==> config.mk <==
export PLATFORM = sky130hd
export DESIGN_NAME = page_match_detector
export DESIGN_NICKNAME = d
export VERILOG_FILES = /design/src/rtl/pm_pkg.sv /design/src/rtl/pm_cfg_regs.sv /design/src/rtl/pm_masked_cmp.sv /design/src/rtl/pm_cycle_tracker.sv /design/src/rtl/page_match_detector.sv
export SDC_FILE = /design/constraint.sdc
export NUM_CORES = 1
export LEC_CHECK = 0
export ABC_AREA = 1
export BUFFER_PORTS_ARGS = -buffer_cell sky130_fd_sc_hd__buf_2
export CAP_MARGIN = 10
export CORE_ASPECT_RATIO = 1.75
export CORE_MARGIN = 1.5
export CORE_UTILIZATION = 50
export CTS_CLUSTER_SIZE = 24
export DETAILED_ROUTE_END_ITERATION = 8
export PLACE_DENSITY = 0.7
export REMOVE_ABC_BUFFERS = 1
export SLEW_MARGIN = 15
export SYNTH_ARGS = -nofsm -noshare
export SYNTH_HDL_FRONTEND = slang
export SYNTH_HIERARCHICAL = 1
export SYNTH_SLANG_ARGS = --single-unit
==> constraint.sdc <==
create_clock -name clk -period 2 [get_ports clk]
set_clock_uncertainty 0.2 [all_clocks]
set_input_delay 0.1 -clock clk [delete_from_list [all_inputs] [get_ports clk]]
set_output_delay 0.1 -clock clk [all_outputs]
set_load 0.02 [all_outputs]
==> src/rtl/pm_pkg.sv <==
package pm_pkg;
    typedef struct packed {
        logic busy;   // bus cycle open
        logic hit;    // same-page result held for the cycle
        logic valid;  // stored previous address is usable
    } trk_state_t;

    localparam trk_state_t TRK_RESET = '{busy: 1'b0, hit: 1'b0, valid: 1'b0};
endpackage

==> src/rtl/pm_cfg_regs.sv <==
module pm_cfg_regs #(
    parameter int W = 26
) (
    input  logic         clk,
    input  logic         rst_n,
    input  logic         mask_wr,
    input  logic [W-1:0] mask_wdata,
    input  logic         enable_wr,
    input  logic         enable_wdata,
    output logic [W-1:0] mask_q,
    output logic         en_q,
    output logic         en_d
);
    logic [W-1:0] mask_d;

    always_comb begin
        mask_d = mask_q;
        en_d   = en_q;
        if (mask_wr)   mask_d = mask_wdata;
        if (enable_wr) en_d   = enable_wdata;
    end

    always_ff @(posedge clk or negedge rst_n) begin
        if (!rst_n) begin
            mask_q <= '1;
            en_q   <= 1'b0;
        end else begin
            mask_q <= mask_d;
            en_q   <= en_d;
        end
    end
endmodule

==> src/rtl/pm_masked_cmp.sv <==
module pm_masked_cmp #(
    parameter int W = 26
) (
    input  logic [W-1:0] cur,
    input  logic [W-1:0] prev,
    input  logic [W-1:0] mask,
    output logic         match
);
    logic [W-1:0] bit_ok;

    for (genvar i = 0; i < W; i++) begin : g_bit
        assign bit_ok[i] = ~((cur[i] ^ prev[i]) & mask[i]);
    end

    assign match = &bit_ok;
endmodule

==> src/rtl/pm_cycle_tracker.sv <==
module pm_cycle_tracker
    import pm_pkg::*;
#(
    parameter int W = 26
) (
    input  logic         clk,
    input  logic         rst_n,
    input  logic [W-1:0] addr,
    input  logic         strobe_n,
    input  logic         ready_n,
    input  logic         region_sel_n,
    input  logic         en_q,
    input  logic         en_d,
    input  logic         match,
    output logic [W-1:0] prev_q,
    output logic         busy_q,
    output logic         hit_q
);
    trk_state_t   st_d, st_q;
    logic [W-1:0] prev_d;
    logic         start;

    assign start = !strobe_n && !st_q.busy;

    always_comb begin
        st_d   = st_q;
        prev_d = prev_q;
        if (start) begin
            st_d.busy = 1'b1;
            if (!region_sel_n && en_q) begin
                st_d.hit   = st_q.valid && match;
                prev_d     = addr;
                st_d.valid = 1'b1;
            end else begin
                st_d.hit = 1'b0;
            end
        end else if (st_q.busy && !ready_n) begin
            st_d.busy = 1'b0;
            st_d.hit  = 1'b0;
        end
        if (!en_d) begin
            st_d.hit   = 1'b0;
            st_d.valid = 1'b0;
        end
    end

    always_ff @(posedge clk or negedge rst_n) begin
        if (!rst_n) begin
            st_q   <= TRK_RESET;
            prev_q <= '0;
        end else begin
            st_q   <= st_d;
            prev_q <= prev_d;
        end
    end

    assign busy_q = st_q.busy;
    assign hit_q  = st_q.hit;
endmodule

==> src/rtl/page_match_detector.sv <==
module page_match_detector #(
    parameter int ADDR_MSB = 27,
    parameter int ADDR_LSB = 2
) (
    input  logic                     clk,
    input  logic                     rst_n,
    input  logic [ADDR_MSB:ADDR_LSB] addr,
    input  logic                     strobe_n,
    input  logic                     ready_n,
    input  logic                     region_sel_n,
    input  logic                     mask_wr,
    input  logic [ADDR_MSB:ADDR_LSB] mask_wdata,
    input  logic                     enable_wr,
    input  logic                     enable_wdata,
    output logic                     same_page_n
);
    localparam int AW = ADDR_MSB - ADDR_LSB + 1;

    logic [AW-1:0] mask_q;
    logic [AW-1:0] prev_q;
    logic          en_q, en_d;
    logic          match;
    logic          busy_q, hit_q;

    pm_cfg_regs #(.W(AW)) u_cfg (
        .clk          (clk),
        .rst_n        (rst_n),
        .mask_wr      (mask_wr),
        .mask_wdata   (mask_wdata),
        .enable_wr    (enable_wr),
        .enable_wdata (enable_wdata),
        .mask_q       (mask_q),
        .en_q         (en_q),
        .en_d         (en_d)
    );

    pm_masked_cmp #(.W(AW)) u_cmp (
        .cur   (addr),
        .prev  (prev_q),
        .mask  (mask_q),
        .match (match)
    );

    pm_cycle_tracker #(.W(AW)) u_trk (
        .clk          (clk),
        .rst_n        (rst_n),
        .addr         (addr),
        .strobe_n     (strobe_n),
        .ready_n      (ready_n),
        .region_sel_n (region_sel_n),
        .en_q         (en_q),
        .en_d         (en_d),
        .match        (match),
        .prev_q       (prev_q),
        .busy_q       (busy_q),
        .hit_q        (hit_q)
    );

    assign same_page_n = ~hit_q;
endmodule

==> reports/qor.csv <==
stage,metric,value,unit
drt,Initial DRC Count,86,
pwr,Max VDD drop,0.000743,V
global_route,Overflow after GRT,0,
place,placed cell area,3130,um2
pwr,leakage,2.04,nW
global_route,global-route wire length before repair,10500,um
logic_synthesis,Synth cell types,18,
setup_path,CP Capture Type,register,
setup_path,Top delay family on crit path,buffers and inverters,
finish,Multi-input gate area,1180,um2
logic_synthesis,synthesized cell area,2810,um2
setup_path,CP cell instances,dlygate4sd3_1 -> buf_2 -> nand2_1 -> dlygate4sd3_1 -> nand2_1 -> inv_1 -> nor2_1 -> nand3_1 -> nand2_1,
finish,sequential cell area,1430,um2
die,Initial Util,51.2,%
cts,Post CTS Setup Buffer Count,0,
die,die area,6100,um2
finish,"commonest non-fill, non-tap cell in the layout",nand2_1,
finish,Antenna diodes,0,
finish,"Core Util, Final",69.5,%
sta,TNS Setup,0,ps
sta,Slew HR,58.9,%
hold_path,Hold Crit Class,in2reg,
setup_path,R2R cell count,10,
place,Final GP Congestion,0.782,
cts,Max clock buf depth,2,
finish,Layout Nets,557,
logic_synthesis,sequential share of the synthesized area,51.0,%
setup_path,"Slowest-stage cell, CP",dlygate4sd3_1,
setup_path,critical path type,in2reg,
drt,Post-route DRC,0,
global_route,initial antenna violation count,0,
cts,"Reg clk slew, reported paths",100,ps
job,max-cap viol count,0,
finish,design area,3820,um2
place,IO Port Bufs,60,
cts,H-tree depth,2,
global_route,global-route met3 utilization,4.56,%
setup_path,CP most frequent cell,nand2_1,
die,Die Y,102,um
setup_path,critical-path maximum fanout,3,
cts,CTS Sinks,56,
cts,CTS Root Cell,clkbuf_8,
run_status,status,"finished, final reports clean",
die,io pins,61,
global_route,GRT met1 Usage,26.6,%
logic_synthesis,YS warnings,6,
global_route,busiest layer in global routing,met2,
finish,Final Non-Filler Cells,574,
sta,Final Slew Violations,0,
place,post-DP HPWL,3930,um
global_route,overall routing resource usage,22.7,%
sta,minimum clock period,1750,ps
sta,RSZ-0062 raised after global routing,false,
setup_path,Crit path depth,9,
drt,DRT antenna net count,0,
pwr,Power Density,736,nW/um2
sta,Max Clk Rate,570,MHz
global_route,largest net degree at the start of global routing,37,
finish,Fillers,480,
logic_synthesis,synthesis-stage register bit count,56,
place,Placed Cells,507,
sta,hold slack,28.1,ps
cts,Worst-Skew Late Latency,320,ps
sta,final hold vios,0,
hold_path,worst hold path stage count,3,
finish,layout cells sized above 1,22.3,%
finish,Area Overhead vs Synth,35.7,%
setup_path,buffer and inverter count on the worst path,4,
sta,period utilization,87.7,%
drt,Vias/cell,4.52,
sta,Slew @ Worst Pin,614,ps
drt,Routed WL per cell,11.2,um
drt,total wire length,6430,um
cts,TritonCTS buffer count,5,
setup_path,"Arr. time, crit path",1770,ps
setup_path,CP peak stage delay,540,ps
drt,First-pass DRT Iterations,5,
setup_path,Worst EP required,2020,ps
setup_path,CP Launch Type,input pin,
cts,CTS tree,built,
die,CORE AREA,5500,um2
logic_synthesis,synthesized area per cell,7.44,um2
logic_synthesis,cells after synthesis,378,
drt,via count,2593,
sta,# setup viols final,0,
global_route,M2 GR Usage,40.1,%
global_route,vias in the first global route,2431,
finish,most frequent cells in the layout,"214 x nand2_1, 60 x buf_2, 59 x dlygate4sd3_1",
die,number of placement rows,36,
die,die width,59.7,um
-- through the flow --
stage	setup slack, ps	total power, mW
floorplan	578	1.89
global placement	428	2.08
detailed placement	401	2.11
CTS	78.9	2.84
global route	150	3.01
finish	247	2.81
-- synthesized netlist by cell type --
cell type,number,area (um2)
or2_1,7,43.8
buf_8,1,15.0
nor2_1,39,146
nor2_8,1,20.0
nand2_2,8,50.1
nand3_2,1,10.0
inv_8,1,11.3
inv_2,2,7.51
nand3_1,14,70.1
a21oi_4,1,16.3
dfrtp_1,30,751
nor2_2,1,6.26
buf_6,7,78.8
nand2_1,214,803
buf_4,1,7.51
dfstp_2,26,683
o21ai_0,2,10.0
inv_1,22,82.6
-- sequential cells by signal, summed over array words and instances, names as in the netlist --
| name | flops |
|---|---|
| u_cfg/mask_q | 26 |
| u_trk/prev_q | 26 |
| u_cfg/en_q | 1 |
| u_trk/busy_q | 1 |
| u_trk/hit_q | 1 |
| u_trk/st_q | 1 |
-- worst reg2reg max path: stages, from the launching register on --
cell     delay [ps]
dfrtp_1         410
or2_1           240
nand3_1          80
nand2_1          70
nor2_1          130
nand3_1         100
nor2_1          110
nand2_1          50
nor2_1           80
nand2_1          60
nand2_1          80
-- timing repair --
action,in CTS,in global routing
resized for setup,0,0
endpoints found under the setup margin,0,1
endpoints found under the hold margin,96,1
hold buffers,59,1
-- layer usage --
metal | up-vias | part of all wire [%]
met2 | 49 | 53
li1 | 1362 | -
met5 | - | 0
met1 | 1175 | 42
met3 | 7 | 3.1
met4 | 0 | 1.9
-- report_power, final --
part	switching, mW	internal [mW]	leakage, nW
Sequential	0.143	1.37	0.652
Combinational	0.343	0.321	1.35
Clock	0.381	0.249	0.0404
-- path summary, 6_finish.rpt --
check,start,end,slack (ps)
max in group asynchronous,rst_n,u_cfg/mask_q[24]$_DFFE_PN1P_,890
min in group asynchronous,rst_n,u_trk/prev_q[20]$_DFFE_PN0P_,90
min reg2reg,u_cfg/mask_q[16]$_DFFE_PN1P_,u_cfg/mask_q[16]$_DFFE_PN1P_,270
max reg2reg,u_trk/prev_q[24]$_DFFE_PN0P_,u_trk/hit_q$_DFFE_PN0P_,350
max,enable_wr,u_trk/hit_q$_DFFE_PN0P_,250
min,mask_wr,u_cfg/mask_q[13]$_DFFE_PN1P_,30
-- logic make-up (layout without fill, tap and decap cells) --
group	Yosys count	after routing	synth area share [%]
flip-flops	56	56	51.0
AO/OA/AOI/OAI	3	3	0.934
AND/OR/NAND/NOR	285	285	40.9
buffers and inverters	34	154	7.21
-- cell type report --
| class | count | share of cell area, % |
|---|---|---|
| multi-input combinational | 288 | 30.8 |
| tap | 76 | 2.49 |
| clock inverter | 3 | 0.623 |
| timing repair buffer | 121 | 24.1 |
| sequential | 56 | 37.6 |
| clock buffer | 5 | 1.80 |
| inverter | 25 | 2.65 |
Power figures use the tool's default switching activity.
